`config.mk`:
```
export PLATFORM = sky130hd
export DESIGN_NAME = swb_i2c_front
export DESIGN_NICKNAME = d
export VERILOG_FILES = /design/src/rtl/swb_pkg.sv /design/src/rtl/swb_line_sync.sv /design/src/rtl/swb_i2c_link.sv /design/src/rtl/swb_cmd_regs.sv /design/src/rtl/swb_i2c_front.sv
export SDC_FILE = /design/constraint.sdc
export NUM_CORES = 1
export LEC_CHECK = 0
export BUFFER_PORTS_ARGS = -buffer_cell sky130_fd_sc_hd__clkbuf_2
export CAP_MARGIN = 30
export CORE_UTILIZATION = 50
export DETAILED_ROUTE_END_ITERATION = 12
export MAX_ROUTING_LAYER = met4
export PLACE_DENSITY = 0.8
export SLEW_MARGIN = 25
export SYNTH_ARGS = -nofsm -noshare
export SYNTH_HDL_FRONTEND = slang
export SYNTH_SLANG_ARGS = --single-unit
```
`constraint.sdc`:
```
create_clock -name clk -period 2.77 [get_ports clk]
set_input_delay 0.1385 -clock clk [delete_from_list [all_inputs] [get_ports clk]]
set_output_delay 0.1385 -clock clk [all_outputs]
set_load 0.01 [all_outputs]
```
`src/rtl/swb_pkg.sv`:
```
package swb_pkg;

    typedef enum logic [1:0] {
        PTR_STATUS = 2'd0,
        PTR_DATA   = 2'd1,
        PTR_CONFIG = 2'd2,
        PTR_CHAN   = 2'd3
    } ptr_e;

    typedef enum logic [2:0] {
        LK_IDLE    = 3'd0,
        LK_ADDR    = 3'd1,
        LK_ADDR_ACK = 3'd2,
        LK_WR      = 3'd3,
        LK_WR_ACK  = 3'd4,
        LK_RD      = 3'd5,
        LK_RD_ACK  = 3'd6
    } link_st_e;

    // command codes received from the master
    localparam logic [7:0] OPC_DEV_RST = 8'hA0;
    localparam logic [7:0] OPC_SET_PTR = 8'hA1;
    localparam logic [7:0] OPC_WR_CFG  = 8'hA2;
    localparam logic [7:0] OPC_CHAN    = 8'hA3;
    localparam logic [7:0] OPC_BUS_RST = 8'hB0;
    localparam logic [7:0] OPC_BIT     = 8'hB1;
    localparam logic [7:0] OPC_WR_BYTE = 8'hB2;
    localparam logic [7:0] OPC_RD_BYTE = 8'hB3;
    localparam logic [7:0] OPC_TRIPLET = 8'hB4;

    // pointer selection codes (argument of set pointer)
    localparam logic [7:0] PSEL_STATUS = 8'hF0;
    localparam logic [7:0] PSEL_DATA   = 8'hE1;
    localparam logic [7:0] PSEL_CONFIG = 8'hC3;
    localparam logic [7:0] PSEL_CHAN   = 8'hD2;

    // operation codes toward the engine
    localparam logic [3:0] EOP_DEV_RST = 4'd0;
    localparam logic [3:0] EOP_BUS_RST = 4'd1;
    localparam logic [3:0] EOP_BIT     = 4'd2;
    localparam logic [3:0] EOP_WR_BYTE = 4'd3;
    localparam logic [3:0] EOP_RD_BYTE = 4'd4;
    localparam logic [3:0] EOP_TRIPLET = 4'd5;

endpackage

```
`src/rtl/swb_line_sync.sv`:
```
module swb_line_sync #(
    parameter int STAGES = 2
) (
    input  logic clk,
    input  logic rst_n,
    input  logic scl_i,
    input  logic sda_i,
    output logic sda_s,
    output logic scl_rise,
    output logic scl_fall,
    output logic start_det,
    output logic stop_det
);
    typedef struct packed {
        logic [STAGES-1:0] scl_pipe;
        logic [STAGES-1:0] sda_pipe;
        logic              scl_prev;
        logic              sda_prev;
    } sync_t;

    sync_t s_d, s_q;
    logic  scl_s;

    always_comb begin
        s_d          = s_q;
        s_d.scl_pipe = {s_q.scl_pipe[STAGES-2:0], scl_i};
        s_d.sda_pipe = {s_q.sda_pipe[STAGES-2:0], sda_i};
        s_d.scl_prev = s_q.scl_pipe[STAGES-1];
        s_d.sda_prev = s_q.sda_pipe[STAGES-1];
    end

    always_ff @(posedge clk or negedge rst_n) begin
        if (!rst_n) s_q <= '1;
        else        s_q <= s_d;
    end

    assign scl_s     = s_q.scl_pipe[STAGES-1];
    assign sda_s     = s_q.sda_pipe[STAGES-1];
    assign scl_rise  = scl_s & ~s_q.scl_prev;
    assign scl_fall  = ~scl_s & s_q.scl_prev;
    assign start_det = scl_s & s_q.scl_prev & ~sda_s & s_q.sda_prev;
    assign stop_det  = scl_s & s_q.scl_prev & sda_s & ~s_q.sda_prev;
endmodule

```
`src/rtl/swb_i2c_link.sv`:
```
module swb_i2c_link
    import swb_pkg::*;
#(
    parameter int                 STRAP_W = 3,
    parameter logic [6-STRAP_W:0] ADDR_HI = 4'b0011
) (
    input  logic               clk,
    input  logic               rst_n,
    input  logic               sda_s,
    input  logic               scl_rise,
    input  logic               scl_fall,
    input  logic               start_det,
    input  logic               stop_det,
    input  logic [STRAP_W-1:0] strap_i,
    input  logic               wr_ack_i,
    input  logic [7:0]         rd_byte_i,
    output logic               wr_done_o,
    output logic [7:0]         wr_byte_o,
    output logic               txn_start_o,
    output logic               sda_oe_o
);
    localparam logic [3:0] BITS_PER_BYTE = 4'd8;

    typedef struct packed {
        link_st_e   st;
        logic [3:0] cnt;
        logic [7:0] sh;
        logic       rw;
        logic       mack;
        logic       oe;
    } lk_t;

    lk_t l_d, l_q;
    logic [6:0] own_addr;

    assign own_addr = {ADDR_HI, strap_i};

    always_comb begin
        l_d         = l_q;
        wr_done_o   = 1'b0;
        txn_start_o = 1'b0;
        if (start_det) begin
            l_d.st      = LK_ADDR;
            l_d.cnt     = '0;
            l_d.oe      = 1'b0;
            txn_start_o = 1'b1;
        end else if (stop_det) begin
            l_d.st = LK_IDLE;
            l_d.oe = 1'b0;
        end else begin
            case (l_q.st)
                LK_ADDR, LK_WR: begin
                    if (scl_rise) begin
                        l_d.sh  = {l_q.sh[6:0], sda_s};
                        l_d.cnt = l_q.cnt + 4'd1;
                    end else if (scl_fall && l_q.cnt == BITS_PER_BYTE) begin
                        if (l_q.st == LK_ADDR) begin
                            if (l_q.sh[7:1] == own_addr) begin
                                l_d.st = LK_ADDR_ACK;
                                l_d.rw = l_q.sh[0];
                                l_d.oe = 1'b1;
                            end else begin
                                l_d.st = LK_IDLE;
                            end
                        end else begin
                            wr_done_o = 1'b1;
                            if (wr_ack_i) begin
                                l_d.st = LK_WR_ACK;
                                l_d.oe = 1'b1;
                            end else begin
                                l_d.st = LK_IDLE;
                            end
                        end
                    end
                end
                LK_ADDR_ACK: begin
                    if (scl_fall) begin
                        l_d.cnt = '0;
                        if (l_q.rw) begin
                            l_d.st = LK_RD;
                            l_d.sh = rd_byte_i;
                            l_d.oe = ~rd_byte_i[7];
                        end else begin
                            l_d.st = LK_WR;
                            l_d.oe = 1'b0;
                        end
                    end
                end
                LK_WR_ACK: begin
                    if (scl_fall) begin
                        l_d.st  = LK_WR;
                        l_d.cnt = '0;
                        l_d.oe  = 1'b0;
                    end
                end
                LK_RD: begin
                    if (scl_rise) begin
                        l_d.cnt = l_q.cnt + 4'd1;
                    end else if (scl_fall) begin
                        if (l_q.cnt == BITS_PER_BYTE) begin
                            l_d.st = LK_RD_ACK;
                            l_d.oe = 1'b0;
                        end else begin
                            l_d.oe = ~l_q.sh[6];
                            l_d.sh = {l_q.sh[6:0], 1'b0};
                        end
                    end
                end
                LK_RD_ACK: begin
                    if (scl_rise) begin
                        l_d.mack = ~sda_s;
                    end else if (scl_fall) begin
                        if (l_q.mack) begin
                            l_d.st  = LK_RD;
                            l_d.cnt = '0;
                            l_d.sh  = rd_byte_i;
                            l_d.oe  = ~rd_byte_i[7];
                        end else begin
                            l_d.st = LK_IDLE;
                        end
                    end
                end
                default: ;
            endcase
        end
    end

    always_ff @(posedge clk or negedge rst_n) begin
        if (!rst_n) l_q <= '0;
        else        l_q <= l_d;
    end

    assign wr_byte_o = l_q.sh;
    assign sda_oe_o  = l_q.oe;
endmodule

```
`src/rtl/swb_cmd_regs.sv`:
```
module swb_cmd_regs
    import swb_pkg::*;
#(
    parameter int NUM_CH = 8,
    parameter int CH_W   = $clog2(NUM_CH)
) (
    input  logic            clk,
    input  logic            rst_n,
    input  logic            txn_start_i,
    input  logic            wr_done_i,
    input  logic [7:0]      wr_byte_i,
    input  logic            busy_i,
    input  logic [7:0]      status_i,
    input  logic [7:0]      data_i,
    output logic            wr_ack_o,
    output logic [7:0]      rd_byte_o,
    output logic            stb_o,
    output logic [3:0]      op_o,
    output logic [7:0]      arg_o,
    output logic [3:0]      cfg_o,
    output logic [CH_W-1:0] chan_o
);
    localparam logic [8:0] CH_LIM = 9'(NUM_CH);

    typedef struct packed {
        ptr_e            ptr;
        logic [3:0]      cfg;
        logic [CH_W-1:0] chan;
        logic            phase;
        logic [7:0]      pend;
        logic            stb;
        logic [3:0]      op;
        logic [7:0]      arg;
    } rg_t;

    rg_t r_d, r_q;

    function automatic logic [3:0] eng_op(input logic [7:0] code);
        case (code)
            OPC_BUS_RST: eng_op = EOP_BUS_RST;
            OPC_BIT:     eng_op = EOP_BIT;
            OPC_WR_BYTE: eng_op = EOP_WR_BYTE;
            OPC_RD_BYTE: eng_op = EOP_RD_BYTE;
            OPC_TRIPLET: eng_op = EOP_TRIPLET;
            default:     eng_op = EOP_DEV_RST;
        endcase
    endfunction

    always_comb begin
        r_d      = r_q;
        r_d.stb  = 1'b0;
        wr_ack_o = 1'b0;
        if (txn_start_i) begin
            r_d.phase = 1'b0;
        end else if (wr_done_i) begin
            if (!r_q.phase) begin
                r_d.pend = wr_byte_i;
                case (wr_byte_i)
                    OPC_DEV_RST: begin
                        wr_ack_o = 1'b1;
                        r_d.cfg  = '0;
                        r_d.chan = '0;
                        r_d.ptr  = PTR_STATUS;
                        r_d.stb  = 1'b1;
                        r_d.op   = EOP_DEV_RST;
                        r_d.arg  = '0;
                    end
                    OPC_SET_PTR: begin
                        wr_ack_o  = 1'b1;
                        r_d.phase = 1'b1;
                    end
                    OPC_WR_CFG, OPC_CHAN, OPC_BIT, OPC_WR_BYTE, OPC_TRIPLET: begin
                        if (!busy_i) begin
                            wr_ack_o  = 1'b1;
                            r_d.phase = 1'b1;
                        end
                    end
                    OPC_BUS_RST, OPC_RD_BYTE: begin
                        if (!busy_i) begin
                            wr_ack_o = 1'b1;
                            r_d.ptr  = PTR_STATUS;
                            r_d.stb  = 1'b1;
                            r_d.op   = eng_op(wr_byte_i);
                            r_d.arg  = '0;
                        end
                    end
                    default: ;
                endcase
            end else begin
                r_d.phase = 1'b0;
                case (r_q.pend)
                    OPC_SET_PTR: begin
                        case (wr_byte_i)
                            PSEL_STATUS: begin wr_ack_o = 1'b1; r_d.ptr = PTR_STATUS; end
                            PSEL_DATA:   begin wr_ack_o = 1'b1; r_d.ptr = PTR_DATA;   end
                            PSEL_CONFIG: begin wr_ack_o = 1'b1; r_d.ptr = PTR_CONFIG; end
                            PSEL_CHAN:   begin wr_ack_o = 1'b1; r_d.ptr = PTR_CHAN;   end
                            default: ;
                        endcase
                    end
                    OPC_WR_CFG: begin
                        if (!busy_i) begin
                            wr_ack_o = 1'b1;
                            r_d.cfg  = wr_byte_i[3:0];
                            r_d.ptr  = PTR_CONFIG;
                        end
                    end
                    OPC_CHAN: begin
                        if (!busy_i && ({1'b0, wr_byte_i} < CH_LIM)) begin
                            wr_ack_o = 1'b1;
                            r_d.chan = wr_byte_i[CH_W-1:0];
                            r_d.ptr  = PTR_CHAN;
                        end
                    end
                    OPC_BIT, OPC_WR_BYTE, OPC_TRIPLET: begin
                        if (!busy_i) begin
                            wr_ack_o = 1'b1;
                            r_d.ptr  = PTR_STATUS;
                            r_d.stb  = 1'b1;
                            r_d.op   = eng_op(r_q.pend);
                            r_d.arg  = wr_byte_i;
                        end
                    end
                    default: ;
                endcase
            end
        end
    end

    always_ff @(posedge clk or negedge rst_n) begin
        if (!rst_n) r_q <= '0;
        else        r_q <= r_d;
    end

    always_comb begin
        case (r_q.ptr)
            PTR_STATUS: rd_byte_o = status_i;
            PTR_DATA:   rd_byte_o = data_i;
            PTR_CONFIG: rd_byte_o = {4'h0, r_q.cfg};
            default:    rd_byte_o = 8'(r_q.chan);
        endcase
    end

    assign stb_o  = r_q.stb;
    assign op_o   = r_q.op;
    assign arg_o  = r_q.arg;
    assign cfg_o  = r_q.cfg;
    assign chan_o = r_q.chan;
endmodule

```
`src/rtl/swb_i2c_front.sv`:
```
module swb_i2c_front #(
    parameter int                 NUM_CH      = 8,
    parameter int                 STRAP_W     = 3,
    parameter logic [6-STRAP_W:0] ADDR_HI     = 4'b0011,
    parameter int                 SYNC_STAGES = 2,
    localparam int                CH_W        = $clog2(NUM_CH)
) (
    input  logic               clk,
    input  logic               rst_n,
    input  logic               scl_i,
    input  logic               sda_i,
    output logic               sda_oe_o,
    input  logic [STRAP_W-1:0] strap_i,
    input  logic               eng_busy_i,
    input  logic [7:0]         eng_status_i,
    input  logic [7:0]         eng_data_i,
    output logic               cmd_stb_o,
    output logic [3:0]         cmd_op_o,
    output logic [7:0]         cmd_arg_o,
    output logic [3:0]         cfg_o,
    output logic [CH_W-1:0]    chan_o
);
    logic       sda_s, scl_rise, scl_fall, start_det, stop_det;
    logic       wr_done, wr_ack, txn_start;
    logic [7:0] wr_byte, rd_byte;

    swb_line_sync #(.STAGES(SYNC_STAGES)) u_sync (
        .clk       (clk),
        .rst_n     (rst_n),
        .scl_i     (scl_i),
        .sda_i     (sda_i),
        .sda_s     (sda_s),
        .scl_rise  (scl_rise),
        .scl_fall  (scl_fall),
        .start_det (start_det),
        .stop_det  (stop_det)
    );

    swb_i2c_link #(.STRAP_W(STRAP_W), .ADDR_HI(ADDR_HI)) u_link (
        .clk         (clk),
        .rst_n       (rst_n),
        .sda_s       (sda_s),
        .scl_rise    (scl_rise),
        .scl_fall    (scl_fall),
        .start_det   (start_det),
        .stop_det    (stop_det),
        .strap_i     (strap_i),
        .wr_ack_i    (wr_ack),
        .rd_byte_i   (rd_byte),
        .wr_done_o   (wr_done),
        .wr_byte_o   (wr_byte),
        .txn_start_o (txn_start),
        .sda_oe_o    (sda_oe_o)
    );

    swb_cmd_regs #(.NUM_CH(NUM_CH), .CH_W(CH_W)) u_regs (
        .clk         (clk),
        .rst_n       (rst_n),
        .txn_start_i (txn_start),
        .wr_done_i   (wr_done),
        .wr_byte_i   (wr_byte),
        .busy_i      (eng_busy_i),
        .status_i    (eng_status_i),
        .data_i      (eng_data_i),
        .wr_ack_o    (wr_ack),
        .rd_byte_o   (rd_byte),
        .stb_o       (cmd_stb_o),
        .op_o        (cmd_op_o),
        .arg_o       (cmd_arg_o),
        .cfg_o       (cfg_o),
        .chan_o      (chan_o)
    );
endmodule

```
==> flow_metrics.tcl, run 1 <==
set metrics [dict create \
    outcome "complete, but fails checks" \
    violations_in_the_final_reports "design-rule violations" \
    syn_inst 363 \
    floorplan.core_area_sq_mm 0.00649 \
    min-delay-path-class "in -> reg" \
    ctsRootBufferMaster "clkbuf_8" \
    synth.cell_area_sq_mm 0.00344 \
    fillers 572 \
    pin_count 45 \
    dieHeight_microns 84.9 \
    initial_core_util_pct 52.9 \
    crit_chain "nand4bb_4 > nor4_4 > nor3_1 > or4_4 > a211oi_2 > mux2i_1" \
    grt_max_degree 45 \
    seq_area_sq_mm 0.00136 \
    synth_cell_types 66 \
    worst_r2r_startpoint "u_link.wr_byte_o[4]" \
    path_max_fanout 17 \
    grt_antenna_before_repair 0 \
    syn_nets 389 \
    cell_count_along_the_critical_path 6 \
    max_cap_check_violation_count 0 \
    synth-seq-area-share_pct 39.5 \
    cts.sinks 54 \
    rsz0062_at_grt "false" \
    ant_nets 0 \
    final_period_minus_worst_setup_slack_ps 2360 \
    vias_per_cell 6.03 \
    inserted_diodes 0 \
    hpwl_microns 5540 \
    timing.critical_path.to_type "flop" \
    first_global_vias 2625 \
    drt-wirelength-per-cell_microns 17.0 \
    power.density_cell_area_mw_per_mm2 571 \
    multi_input_comb_area_sq_mm 0.00170 \
    library_cell_contributing_the_largest_single_delay_on_the_critical_path "dfrtp_1" \
    die_area_sq_mm 0.00721 \
    worst-r2r-setup-slack_ps 410 \
    startpoint "u_link.wr_byte_o[4]" \
    fin_worst_skew_ps 8.98 \
    fraction_of_registers_with_async_set_or_reset_after_synthesis_pct 100 \
    gr-total-overflow 0 \
    leakagePower_nw 1.64 \
    cts_max_level 2 \
    cts_tree "built" \
    timing.max_slew.rel_slack_pct 56.3 \
    ys_seq_elements 54 \
    drt_drc_violations_left 4 \
    drtPass1Iterations 11 \
    highest_attainable_clock_frequency_ghz 0.423 \
    critical_path_end "u_link.sda_oe_o" \
    detailroute.via_count 2766 \
    clk_transition_reported_paths_ps 100 \
    port_buffers 43 \
    placement_rows 29 \
    layout.core_utilization_pct 56.4 \
    area_contributors_post_synth "dfrtp_1 (35%), mux2_2 (7.2%), dfstp_2 (4.6%), buf_4 (4.6%), nand2_1 (3.4%)" \
    setup-tns-final_ps 0 \
    wirelength_microns 7810 \
    max_stage_delay_ps 720 \
    synthDominantCellAreaShare_pct 34.9 \
    yosysTopAreaCell "dfrtp_1" \
    worst-endpoint-required_ps 3010 \
    vdd_drop_max_uv 297 \
    tightest_slew_ps 655 \
    cp_top_family "simple AND/OR/NAND/NOR gates" \
    type_of_origin_of_the_critical_path "flop" \
    synth_ff_type "dfrtp_1" \
    die_width_microns 84.9 \
    drive_above_1_share_pct 27.0 \
    finalSetupViolations 0 \
    drt_first_iter_violations 366 \
    clock_latency_ps 310 \
    routabilityCongestion 0.921 \
    reg2reg_depth 6 \
    setup.worst_path.class "reg -> reg" \
    finalHoldWorstSlack_ps 286 \
    final_hold_viol_count 0 \
    worst_ep_arrival_time_ps 2600 \
    first_pass_grt_wire_length_microns 12900 \
    cp_num_buf_inv 0 \
    layout_worst_path_cycle_share_pct 85.3 \
    synthesis.yosys.warnings 0 \
    synth_edf_count 0 \
    final_nets 407 \
    area_delta_synth_final_pct 6.59 \
    rr_endpoint "u_link.sda_oe_o" \
    clockBufferDepth 2 \
    syn_area_per_cell_sq_um 9.47 \
    gr-usage-all-layers_pct 23.5 \
    final-max-slew-violation-count 0 \
    post_cts.repair.setup_buffers 0 \
    cts_inserted_buffers 5 \
]
==> cells in the final DEF, fill, tap and decap left out, drive strengths merged, types with 5 or more instances in the layout <==
cell	instances
a31oi	5
and3	5
nor3	11
dfstp	6
nand3	20
o21ai	23
dfrtp	48
nand2	31
a22o	8
mux2i	8
clkbuf	48
nor2	26
a21oi	9
buf	8
xor2	8
inv	26
mux2	22
==> worst reg2reg max path: cells and delay by family, from the launching register on <==
| kind | cells | cell delay (ps) |
|---|---|---|
| simple gates | 4 | 1140 |
| compound gates | 1 | 220 |
| mux | 1 | 220 |
| flops | 1 | 720 |
==> report_power, final <==
group          internal (mW)  switching [mW]  leakage, nW
Sequential             0.863           0.234        0.654
Clock                  0.276           0.274       0.0591
Combinational          0.222           0.224        0.927
Total                   1.36           0.732         1.64
==> worst min path at each step <==
stage                          end       start  cells past startpoint
floorplan           u_link.l_q[11]       rst_n                      0
global placement     u_sync.s_d[5]       scl_i                      1
detailed placement  u_link.l_q[15]       rst_n                      1
CTS                 u_regs.op_o[0]  eng_busy_i                      2
global route        u_regs.op_o[0]  eng_busy_i                      2
finish              u_regs.op_o[0]  eng_busy_i                      2
==> layout make-up <==
class / instances / area share (%)
clock buffers: 5 / 1.88
clock inverters: 3 / 1.30
inverters: 24 / 2.46
multi-input cells: 242 / 46.3
flip-flops and latches: 54 / 37.1
well taps: 77 / 2.63
repair buffers: 54 / 8.40
==> timing repair <==
item                       4_1_cts  5_1_grt
hold buffers                     3        0
hold endpoints to repair        39        0
setup endpoints to repair        0        0
gates resized for setup          0        0
==> registers in the layout, indices dropped and copies added, names as in the netlist, 3 cells and up <==
signal	flops
u_link.wr_byte_o	8
u_regs.cfg_o	4
u_regs.r_q	11
u_sync.s_d	3
u_regs.op_o	3
u_regs.arg_o	8
u_regs.chan_o	3
u_link.l_q	9
==> cells in the mapped netlist (all sizes together) (3+ instances only) <==
cell type and n:
nand4 4, mux4 3, or2 4, o21ai 23, o211ai 3, nor4 4
o31ai 4, dfrtp 48, inv 24, a31oi 5, nand3 20, mux2i 8
nor3 11, dfstp 6, clkbuf 15, o32ai 3, nor2 26, mux2 22
buf 28, o221ai 3, xor2 8, nand2 31, a32oi 3, a22o 8
a21oi 9, and3 5
==> logic make-up after synthesis <==
| kind of cell | Yosys count | synth area share [%] |
|---|---|---|
| buffers and inverters | 67 | 11.2 |
| other | 1 | 0.109 |
| muxes | 33 | 11.5 |
| AOI/OAI and AO/OA | 75 | 15.1 |
| and+or+nand+nor | 122 | 19.5 |
| DFF | 54 | 39.5 |
| adders and majority gates | 2 | 0.728 |
| xor gates and xnor gates | 9 | 2.29 |
==> routing by layer <==
layer  global-route usage, %  vias up  wire, microns
met4                    6.16        0             85
met2                    35.9      119           3560
met1                    32.5     1321           3520
li1                        -     1319              -
met3                    4.18        7            647
met5                       -        -              0
==> metrics by stage <==
stage               instance area, sq um  total power, mW  setup slack, ps  std cells
floorplan                           3440             1.46              746        363
global placement                    3520             1.53              530        448
detailed placement                  3520             1.54              444        448
CTS                                 3660             2.10              425        459
global route                        3660             2.21              287        459
finish                              3660             2.09              406        459
No activity file was read; power rests on OpenSTA's default activity.
==> run 2: changes to the inputs <==
--- a/config.mk
+++ b/config.mk
@@ -11,6 +11,7 @@
 export DETAILED_ROUTE_END_ITERATION = 12
 export MAX_ROUTING_LAYER = met4
 export PLACE_DENSITY = 0.8
+export SKIP_CTS_REPAIR_TIMING = 1
 export SLEW_MARGIN = 25
 export SYNTH_ARGS = -nofsm -noshare
 export SYNTH_HDL_FRONTEND = slang
==> constraint.sdc (replaced) <==
create_clock -name clk -period 2.47 [get_ports clk]
set_input_delay 0.1235 -clock clk [delete_from_list [all_inputs] [get_ports clk]]
set_output_delay 0.1235 -clock clk [all_outputs]
set_load 0.01 [all_outputs]
==> run 2 against run 1 <==
Against the previous run:
- the flow finishes with violations (design-rule violations, negative hold slack)
- combinational power is 46% higher
- register-to-register slack worse by 140 ps
- non-clock buffer count is 8 higher
- largest power group unchanged
- cell area is 1.3% higher
- setup slack worse by 140 ps
- first-iteration DRC count is 16% lower
- clock power is 9.8% higher
==> flow_metrics.tcl, run 2 (synthesis gave the netlist of run 1 again) <==
set metrics [dict create \
    power_frac_comb_pct 27.0 \
    grt_max_degree 55 \
    die_area_sq_mm 0.00721 \
    setup.worst_path.class "reg -> reg" \
    tightest_slew_ps 688 \
    dieHeight_microns 84.9 \
    placement_rows 29 \
    floorplan.core_area_sq_mm 0.00649 \
    drive_above_1_share_pct 28.5 \
    final_period_minus_worst_setup_slack_ps 2200 \
    library_cell_contributing_the_largest_single_delay_on_the_critical_path "dfrtp_1" \
    final_hold_viol_count 48 \
    area_delta_synth_final_pct 8.01 \
    drtPass1Iterations 11 \
    placedInstanceArea_sq_mm 0.00358 \
    routabilityCongestion 0.958 \
    crit_chain "nand4bb_4 > nor4_4 > nor3_1 > or4_4 > a211oi_2 > mux2i_1" \
    gr-usage-all-layers_pct 24.7 \
    clk_transition_reported_paths_ps 100 \
    vdd_drop_max_uv 251 \
    ctsRootBufferMaster "clkbuf_8" \
    finalHoldWorstSlack_ps -83.3 \
    finalSetupViolations 0 \
    max_stage_delay_ps 610 \
    final_cell_mix "dfrtp_1 (48), clkbuf_2 (43), nand2_1 (31)" \
    clockBufferDepth 2 \
    path_max_fanout 11 \
    port_buffers 43 \
    top_regs "u_regs.r_q (11), u_link.l_q (9)" \
    detailroute.via_count 2844 \
    first_pass_grt_wire_length_microns 13500 \
    clock_latency_ps 310 \
    fin_worst_skew_ps 6.75 \
    cts_max_level 2 \
    timing.max_slew.rel_slack_pct 54.2 \
    drt_first_iter_violations 308 \
    largest_register_ffs 11 \
    initial_core_util_pct 52.9 \
    cts_tree "built" \
    highest_attainable_clock_frequency_ghz 0.454 \
    final-max-slew-violation-count 0 \
    vias_per_cell 6.09 \
    max_cap_check_violation_count 0 \
    cts_inserted_buffers 5 \
    switch_share_pct 35.1 \
    drt_drc_violations_left 4 \
    pin_count 45 \
    outcome "complete, but fails checks" \
    min-delay-path-class "in -> async" \
    first_global_vias 2698 \
    gr-total-overflow 0 \
    power.density_cell_area_mw_per_mm2 650 \
    rsz0062_at_grt "false" \
    layout.core_utilization_pct 57.2 \
    grt_antenna_before_repair 0 \
    inserted_diodes 0 \
    violations_in_the_final_reports "design-rule violations, negative hold slack" \
    type_of_origin_of_the_critical_path "flop" \
    share_clk_of_total_power_pct 25.0 \
    hpwl_microns 5740 \
    cts.sinks 54 \
    power.share.sequential_pct 48.0 \
    multi_input_comb_area_sq_mm 0.00170 \
    max_flop_register "u_regs.r_q" \
    fillers 566 \
    seq_area_sq_mm 0.00136 \
    fin_area_sq_mm 0.00371 \
    final_nets 415 \
    worst_ep_arrival_time_ps 2450 \
    drt-wirelength-per-cell_microns 17.2 \
    final-instance-count-excl-fill 467 \
    internal_power_mw 1.57 \
    p_switching_mw 0.846 \
    place.detailed.instances 457 \
    leakagePower_nw 1.67 \
    ant_nets 0 \
    worst-endpoint-required_ps 2720 \
    die_width_microns 84.9 \
    setup-tns-final_ps 0 \
    wirelength_microns 8030 \
    timing.critical_path.to_type "flop" \
    layout_worst_path_cycle_share_pct 89.2 \
    layout.cells.most_common "dfrtp_1" \
]
==> run 2: cell count changes in the layout (fill, tap and decap cells not counted), sizes merged <==
cell         change
buf              +9
clkbuf           +1
clkinvlp         +1
dlygate4sd3      -1
inv              -2
==> run 2: per-stage QoR <==
stage / hold WS, ps / setup slack (ps) / power [mW]
after CTS: -131 / 260 / 2.41
after floorplan: -172 / 446 / 1.64
after global placement: 211 / 316 / 1.78
final: -83.3 / 266 / 2.41
after global routing: 10.2 / 146 / 2.54
after detailed placement: 212 / 276 / 1.80
==> run 2: layer usage <==
layer	up-vias	GRT usage, %	routed length (microns)
li1	1330	-	-
met1	1383	34.2	3710
met2	119	37.3	3660
met3	12	4.28	545
met4	0	7.55	119
met5	-	-	0
==> run 2: final cells by class <==
cell class,instances,area share [%]
Timing Repair Buffer,62,9.77
Multi-Input combinational cell,242,45.7
Inverter,24,2.43
Sequential cell,54,36.6
Clock buffer,6,1.95
Clock inverter,2,1.01
Tap cell,77,2.59
==> run 2: worst max-delay path, delay by kind of cell (launching register included) <==
family,cells,cell delay [ps]
AO/OA/AOI/OAI,1,240
multiplexers,1,200
flip-flops,1,610
AND/OR/NAND/NOR,4,1090
==> run 2: final timing paths <==
| path | slack [ps] | cells after the start | from | endpoint |
|---|---|---|---|---|
| worst min register to register | 360 | 0 | u_sync.s_d[3] | u_sync.sda_s |
| min in group clk | 240 | 2 | eng_busy_i | u_regs.op_o[0] |
| worst max-delay path | 270 | 6 | u_link.wr_byte_o[5] | u_link.sda_oe_o |
| max in group asynchronous | 2080 | 2 | rst_n | u_regs.r_q[29] |
| worst max register to register | 270 | 6 | u_link.wr_byte_o[5] | u_link.sda_oe_o |
| worst min-delay path | -80 | 2 | rst_n | u_regs.cfg_o[2] |
==> run 2: power groups by stage <==
stage          Combinational, mW  Clock, mW  Sequential, mW
2_1_floorplan              0.585          0            1.05
3_3_place_gp               0.628          0            1.15
3_5_place_dp               0.631          0            1.17
4_1_cts                    0.638      0.616            1.15
5_1_grt                    0.720      0.641            1.18
6_report                   0.652      0.604            1.16
==> run 3: changes to the inputs <==
--- a/config.mk
+++ b/config.mk
@@ -9,6 +9,7 @@
 export CAP_MARGIN = 30
 export CORE_UTILIZATION = 50
 export DETAILED_ROUTE_END_ITERATION = 12
+export GPL_TIMING_DRIVEN = 0
 export MAX_ROUTING_LAYER = met4
 export PLACE_DENSITY = 0.8
 export SKIP_CTS_REPAIR_TIMING = 1
==> run 3 against run 2 <==
Against the previous run:
- the flow finishes with violations (design-rule violations)
- hold slack better by 330 ps
- power is 2.4% higher
- critical endpoint is now u_regs.r_q[30]
- critical path type unchanged
- via count is 0.67% higher
- fmax is 6.5% lower
- sequential power is 9% lower
- largest power group unchanged
- die area stayed put
- routed wire length is 0.96% higher
==> flow_metrics.tcl, run 3 (synthesis gave the netlist of run 1 again) <==
set metrics [dict create \
    hpwl_microns 5780 \
    wirelength_microns 8110 \
    placedInstanceArea_sq_mm 0.00375 \
    grt_max_degree 55 \
    setup.worst_path.class "reg -> reg" \
    timing.max_slew.rel_slack_pct 49.7 \
    final_nets 442 \
    ant_nets 0 \
    pin_count 45 \
    final-max-slew-violation-count 0 \
    tightest_slew_ps 755 \
    worst-endpoint-required_ps 2650 \
    initial_core_util_pct 52.9 \
    worst-r2r-setup-slack_ps 110 \
    worst_ep_arrival_time_ps 2540 \
    top_regs "u_regs.r_q (11), u_link.l_q (9)" \
    final_period_minus_worst_setup_slack_ps 2360 \
    cts_max_level 2 \
    first_pass_grt_wire_length_microns 13500 \
    clockBufferDepth 2 \
    max_cap_check_violation_count 0 \
    worst_r2r_startpoint "u_link.l_q[11]" \
    path_max_fanout 7 \
    layout_worst_path_cycle_share_pct 95.5 \
    cts_tree "built" \
    switch_share_pct 35.2 \
    reg2reg_depth 9 \
    gr-total-overflow 0 \
    internal_power_mw 1.60 \
    violations_in_the_final_reports "design-rule violations" \
    largest_register_ffs 11 \
    outcome "complete, but fails checks" \
    drt_first_iter_violations 290 \
    cts_inserted_buffers 5 \
    dieHeight_microns 84.9 \
    port_buffers 43 \
    power.density_cell_area_mw_per_mm2 632 \
    highest_attainable_clock_frequency_ghz 0.424 \
    inserted_diodes 0 \
    cts.sinks 54 \
    type_of_origin_of_the_critical_path "flop" \
    area_delta_synth_final_pct 13.6 \
    fin_worst_skew_ps 15.4 \
    grt_antenna_before_repair 0 \
    share_clk_of_total_power_pct 24.8 \
    worstHoldStart "eng_busy_i" \
    gr-usage-all-layers_pct 24.7 \
    layout.cells.most_common "dfrtp_1" \
    finalSetupViolations 0 \
    clock_latency_ps 320 \
    place.detailed.instances 483 \
    die_area_sq_mm 0.00721 \
    final_hold_viol_count 0 \
    min-delay-path-class "in -> reg" \
    final-instance-count-excl-fill 494 \
    vias_per_cell 5.80 \
    final_cell_mix "dfrtp_1 (48), clkbuf_2 (43), nand2_1 (31)" \
    ctsRootBufferMaster "clkbuf_8" \
    power_frac_comb_pct 32.2 \
    rsz0062_at_grt "false" \
    fin_area_sq_mm 0.00391 \
    power.share.sequential_pct 43.0 \
    die_width_microns 84.9 \
    p_switching_mw 0.870 \
    rr_endpoint "u_regs.r_q[30]" \
    min_path_cells 4 \
    timing.critical_path.to_type "flop" \
    drive_above_1_share_pct 30.7 \
    setup-tns-final_ps 0 \
    layout.core_utilization_pct 60.1 \
    drt-wirelength-per-cell_microns 16.4 \
    placement_rows 29 \
    drtPass1Iterations 9 \
    clk_transition_reported_paths_ps 110 \
    routabilityCongestion 0.920 \
    worst_hold_path.endpoint "u_regs.arg_o[6]" \
    finalHoldWorstSlack_ps 250 \
    floorplan.core_area_sq_mm 0.00649 \
    max_flop_register "u_regs.r_q" \
    drt_drc_violations_left 4 \
    leakagePower_nw 1.76 \
    vdd_drop_max_uv 250 \
    detailroute.via_count 2863 \
    first_global_vias 2706 \
]
run 3: worst max-delay path by stage:
stage	from	to	cells past startpoint
2_1_floorplan	u_link.wr_byte_o[6]	u_link.sda_oe_o	7
3_3_place_gp	u_link.l_q[11]	u_link.wr_byte_o[5]	8
3_5_place_dp	u_link.l_q[11]	u_link.wr_byte_o[4]	8
4_1_cts	u_link.l_q[11]	u_link.wr_byte_o[0]	8
5_1_grt	u_link.l_q[11]	u_regs.r_q[30]	9
6_report	u_link.l_q[11]	u_regs.r_q[30]	9
run 3: per-layer routing:
layer / up-vias / share of wire (%) / global-route usage (%) / routed length, microns
met5: - / 0 / - / 0
met4: 0 / 2.0 / 8.78 / 163
met3: 16 / 4.7 / 3.40 / 381
met2: 106 / 45 / 37.0 / 3640
met1: 1350 / 48 / 34.5 / 3920
li1: 1391 / - / - / -
run 3: worst max-delay path, cell delays in order (launching register included):
cell and delay [ps]:
dfrtp_1 440, inv_1 90, ha_1 130, and3b_1 150, clkbuf_2 180, nand3_2 170
a211o_1 330, a31o_1 220, o41ai_1 360, o21ai_1 120
run 3: per-stage QoR:
step / setup WS [ps] / total power [mW]
2_1_floorplan: 446 / 1.64
3_3_place_gp: 134 / 1.84
5_1_grt: 21.1 / 2.62
3_5_place_dp: 76.3 / 1.86
4_1_cts: 51.8 / 2.46
6_report: 112 / 2.47
run 3: layout make-up:
class	instances	area (sq um)
sequential	54	1360
buffer	43	294
clock buffer	5	68.8
inverter	24	90.1
clock inverter	3	43.8
fill	571	2590
timing repair buffer	46	248
multi-input combinational	242	1710
tap	77	96.3
run 3: power groups by stage:
stage	sequential, mW	combinational (mW)	clock [mW]
after floorplan	1.05	0.585	0
after global placement	1.07	0.763	0
after detailed placement	1.08	0.780	0
after CTS	1.06	0.783	0.620
after global routing	1.08	0.897	0.648
final	1.06	0.795	0.612
